## config.mk

```make
export PLATFORM = sky130hd
export DESIGN_NAME = mdsel_alu
export DESIGN_NICKNAME = d
export VERILOG_FILES = /design/src/rtl/mdsel_alu_pkg.sv /design/src/rtl/mdsel_alu_decode.sv /design/src/rtl/mdsel_alu_slice.sv /design/src/rtl/mdsel_alu.sv
export SDC_FILE = /design/constraint.sdc
export NUM_CORES = 1
export LEC_CHECK = 0
export ABC_AREA = 0
export BUFFER_PORTS_ARGS = -buffer_cell sky130_fd_sc_hd__buf_4
export CORE_MARGIN = 3
export CORE_UTILIZATION = 30
export DETAILED_ROUTE_END_ITERATION = 6
export PLACE_DENSITY = 0.49
export SLEW_MARGIN = 40
export SYNTH_ARGS = -nofsm -noshare
export SYNTH_HDL_FRONTEND = slang
export SYNTH_SLANG_ARGS = --single-unit
```

## constraint.sdc

```tcl
create_clock -name vclk -period 3
set_input_delay 0 -clock vclk [all_inputs]
set_output_delay 0 -clock vclk [all_outputs]
set_load 0.005 [all_outputs]
```

## src/rtl/mdsel_alu_pkg.sv

```systemverilog
package mdsel_alu_pkg;

  // What the arithmetic path adds to opa, bit by bit
  typedef enum logic [1:0] {
    ADDEND_ZERO = 2'b00,
    ADDEND_B    = 2'b01,
    ADDEND_NB   = 2'b10,
    ADDEND_ONES = 2'b11
  } addend_e;

  // Bitwise function codes, logic mode
  typedef enum logic [2:0] {
    LFN_ZERO = 3'b000,
    LFN_OR   = 3'b001,
    LFN_AND  = 3'b010,
    LFN_NA   = 3'b011,
    LFN_NB   = 3'b100,
    LFN_NAND = 3'b101,
    LFN_NOR  = 3'b110,
    LFN_ONES = 3'b111
  } lfn_e;

  // Controls shared by every slice
  typedef struct packed {
    logic    arith;
    lfn_e    lfn;
    addend_e addend;
  } slice_ctl_t;

endpackage

```

## src/rtl/mdsel_alu_decode.sv

```systemverilog
module mdsel_alu_decode
  import mdsel_alu_pkg::*;
(
  input  logic       mode,
  input  logic [2:0] func_sel,
  output slice_ctl_t ctl,
  output logic       c0_ext,
  output logic       c0_val
);

  always_comb begin
    ctl.arith  = mode;
    ctl.lfn    = lfn_e'(func_sel);
    ctl.addend = ADDEND_ZERO;
    c0_ext     = 1'b0;
    c0_val     = 1'b0;
    if (mode) begin
      unique case (func_sel[1:0])
        2'b00: begin ctl.addend = ADDEND_ZERO; c0_val = 1'b1; end
        2'b01: begin ctl.addend = ADDEND_B;    c0_ext = 1'b1; end
        2'b10: begin ctl.addend = ADDEND_NB;   c0_val = 1'b1; end
        default: begin ctl.addend = ADDEND_ONES; c0_val = 1'b0; end
      endcase
    end
  end

endmodule

```

## src/rtl/mdsel_alu_slice.sv

```systemverilog
module mdsel_alu_slice
  import mdsel_alu_pkg::*;
(
  input  logic       a_bit,
  input  logic       b_bit,
  input  slice_ctl_t ctl,
  input  logic       c_in,
  output logic       f_bit,
  output logic       c_out
);

  logic y_bit;
  logic half;
  logic sum_bit;
  logic lres;

  always_comb begin
    unique case (ctl.addend)
      ADDEND_ZERO: y_bit = 1'b0;
      ADDEND_B:    y_bit = b_bit;
      ADDEND_NB:   y_bit = ~b_bit;
      default:     y_bit = 1'b1;
    endcase
  end

  assign half    = a_bit ^ y_bit;
  assign sum_bit = half ^ c_in;
  assign c_out   = (a_bit & y_bit) | (half & c_in);

  always_comb begin
    unique case (ctl.lfn)
      LFN_ZERO: lres = 1'b0;
      LFN_OR:   lres = a_bit | b_bit;
      LFN_AND:  lres = a_bit & b_bit;
      LFN_NA:   lres = ~a_bit;
      LFN_NB:   lres = ~b_bit;
      LFN_NAND: lres = ~(a_bit & b_bit);
      LFN_NOR:  lres = ~(a_bit | b_bit);
      default:  lres = 1'b1;
    endcase
  end

  assign f_bit = ctl.arith ? sum_bit : lres;

endmodule

```

## src/rtl/mdsel_alu.sv

```systemverilog
module mdsel_alu
  import mdsel_alu_pkg::*;
#(
  parameter int WIDTH = 4
) (
  input  logic [WIDTH-1:0] opa,
  input  logic [WIDTH-1:0] opb,
  input  logic             mode,
  input  logic [2:0]       func_sel,
  input  logic             carry_in,
  output logic [WIDTH-1:0] result,
  output logic             carry_out
);

  localparam int CHAIN = WIDTH + 1;

  slice_ctl_t       ctl;
  logic             c0_ext;
  logic             c0_val;
  logic [CHAIN-1:0] carry;

  mdsel_alu_decode dec_i (
    .mode     (mode),
    .func_sel (func_sel),
    .ctl      (ctl),
    .c0_ext   (c0_ext),
    .c0_val   (c0_val)
  );

  assign carry[0] = c0_ext ? carry_in : c0_val;

  for (genvar i = 0; i < WIDTH; i++) begin : g_slice
    mdsel_alu_slice slice_i (
      .a_bit (opa[i]),
      .b_bit (opb[i]),
      .ctl   (ctl),
      .c_in  (carry[i]),
      .f_bit (result[i]),
      .c_out (carry[i+1])
    );
  end

  assign carry_out = ctl.arith & carry[CHAIN-1];

endmodule

```

==> metrics.yaml <==
detailed_routing:
  drt-total-wl_um: 1070
  num_vias: 483
  drt_iter0_drc: 13
  viasPerCell: 5.37
  ant_nets: 0
  firstDrtPassIters: 4
  detail_route.wl_per_cell_um: 11.9
  route.detailed.drc: 0
yosys:
  synth.top_cell.area_share: 0.154
  ys_seq_area_frac: 0
  synth_nets: 81
  yosys.area.top_type: "fa_1"
  yosys.cell_types.count: 25
  yosysWarnings: 0
  netlist_instances: 64
  syn-cell-area_um2: 520
  synth.area.top_cells: "fa_1 15%, a211oi_2 9.6%, a22oi_2 9.6%"
  avgSynthCellArea_um2: 8.13
pwr:
  pwr-share-clk: 0
  switching_share: 0.471
  p_int_mw: 0.0540
  p_leak_nw: 0.255
  combPwrFrac: 1.000
  powerDensity_nw_per_um2: 169
  p_sw_mw: 0.0481
  p_seq_frac: 0
  vdd_drop_max_v: 0.0000700
placement:
  dp_slack_ps: 556
  gp_congestion: 0.764
  dp_hpwl_um: 838
  io_buffers: 18
sta:
  hold_viol_final: 0
  finalCritPeriodShare: 0.808
  rsz0062_at_grt: "false"
  min_period_ps: 2420
  max_freq_mhz: 412
  setup_viol: 0
  final.setup.tns_ps: 0
  slew_violations: 0
  slew_headroom: 0.869
  setup_slack_ps: 575
  worst_pin_slew_ps: 197
clock_tree:
  cts_setup_buffers: 0
  post_cts_resized: 0
  ctsHoldBuffers: 0
finish:
  areaGrowthSynthToFinish_pct: 15.9
  final_cell_mix: "18 x buf_4, 9 x nand2_1, 5 x inv_1, 5 x o21ai_1"
  regArea_um2: 0
  final_common_cell: "buf_4"
  drive_gt1_frac: 0.459
  fin_util: 0.383
  seq_cells: 0
  antenna_cells: 0
  clkbuf_count: 0
  nNetsFinal: 93
setup_path:
  cp_slowest_stage_delay_ps: 450
  cp_slowest_cell: "fa_1"
  cp_data_arrival_time_ps: 2420
  end_kind: "output port"
  crit_fanout: 20
  cpLargestDelayFamily: "adder cells"
  cpMostUsedCell: "fa_1"
  critPathLaunchType: "input pin"
  cp.depth: 9
  path_class: "input pin to output port"
  cp.buffers_inverters: 2
  cp_cell_sequence: "buf_4 > mux2_2 > nand2_1 > fa_1 > fa_1 > fa_1 > fa_1 > a22oi_2 > buf_4"
  cp.required_ps: 3000
min_path:
  holdPathStages: 3
  hold_class: "input pin to output port"
status:
  outcome: "finished, final reports clean"
global_routing:
  antenna_found_initial: 0
  first_global_vias: 381
  grt_pass1_wl_um: 1570
  grtUsageTotal: 0.0898
  gr-total-overflow: 0
  grt_max_degree: 21
floorplanning:
  die_x_um: 47.7
  start_util: 0.330
  rows: 14
  fp.dieH_um: 47.7
  fp.coreArea_um2: 1580
  die_area_um2: 2270
  num_io_pins: 18
run:
  drv_cap: 0
[power by group through the flow]
stage	logic (mW)	registers [mW]	clock network [mW]
after floorplan	0.0759	0	0
after global placement	0.103	0	0
after detailed placement	0.104	0	0
after CTS	0.104	0	0
after global routing	0.112	0	0
final	0.102	0	0
[synthesized netlist by cell type]
cell type and instances:
a211oi_2 4, a21bo_1 1, nand4b_1 1, o21ai_1 5, nor2_1 3, a22oi_2 4, maj3_2 1, a21oi_1 4
mux2_2 4, buf_2 1, nand3b_1 2, fa_1 4, o21ai_0 1, inv_2 1, inv_1 5, nand4bb_1 1
a31oi_1 2, nand2b_4 1, o211ai_1 1, o21ai_2 1, buf_4 4, buf_6 2, buf_8 1, nand2_1 9
nor2b_1 1
[metal layers]
| layer | share of wire | vias to the layer above | global-route usage |
|---|---|---|---|
| met1 | 0.48 | 222 | 0.123 |
| met2 | 0.43 | 14 | 0.166 |
| li1 | - | 247 | - |
| met5 | 0 | - | 0 |
| met4 | 0 | 0 | 0 |
| met3 | 0.086 | 0 | 0.00376 |
[path summary, 6_finish.rpt]
check                 slack [ps]         from   endpoint
worst min-delay path         420         mode  result[0]
worst max-delay path         580  func_sel[1]  result[3]
[area by class of cell]
| cell class | instances | area (µm²) |
|---|---|---|
| Inverter | 6 | 22.5 |
| Timing Repair Buffer | 18 | 135 |
| Tap cell | 16 | 20.0 |
| Fill cell | 170 | 973 |
| Multi-Input combinational cell | 50 | 425 |
[through the flow]
stage / hold slack (ps) / total power, mW / area (µm²) / cells
floorplan: 256 / 0.0759 / 520 / 64
global placement: 421 / 0.103 / 603 / 90
detailed placement: 417 / 0.104 / 603 / 90
CTS: 417 / 0.104 / 603 / 90
global route: 424 / 0.112 / 603 / 90
finish: 415 / 0.102 / 603 / 90
[cells by family (layout without fill, tap and decap cells)]
group           count (synthesis)  count (layout)  share of synthesized area
fa+ha+maj                       5               5                      0.175
simple gates                   18              18                      0.192
mux                             4               4                     0.0865
compound gates                 23              23                      0.363
buf+inv                        14              24                      0.183
No activity file was read; power rests on OpenSTA's default activity.
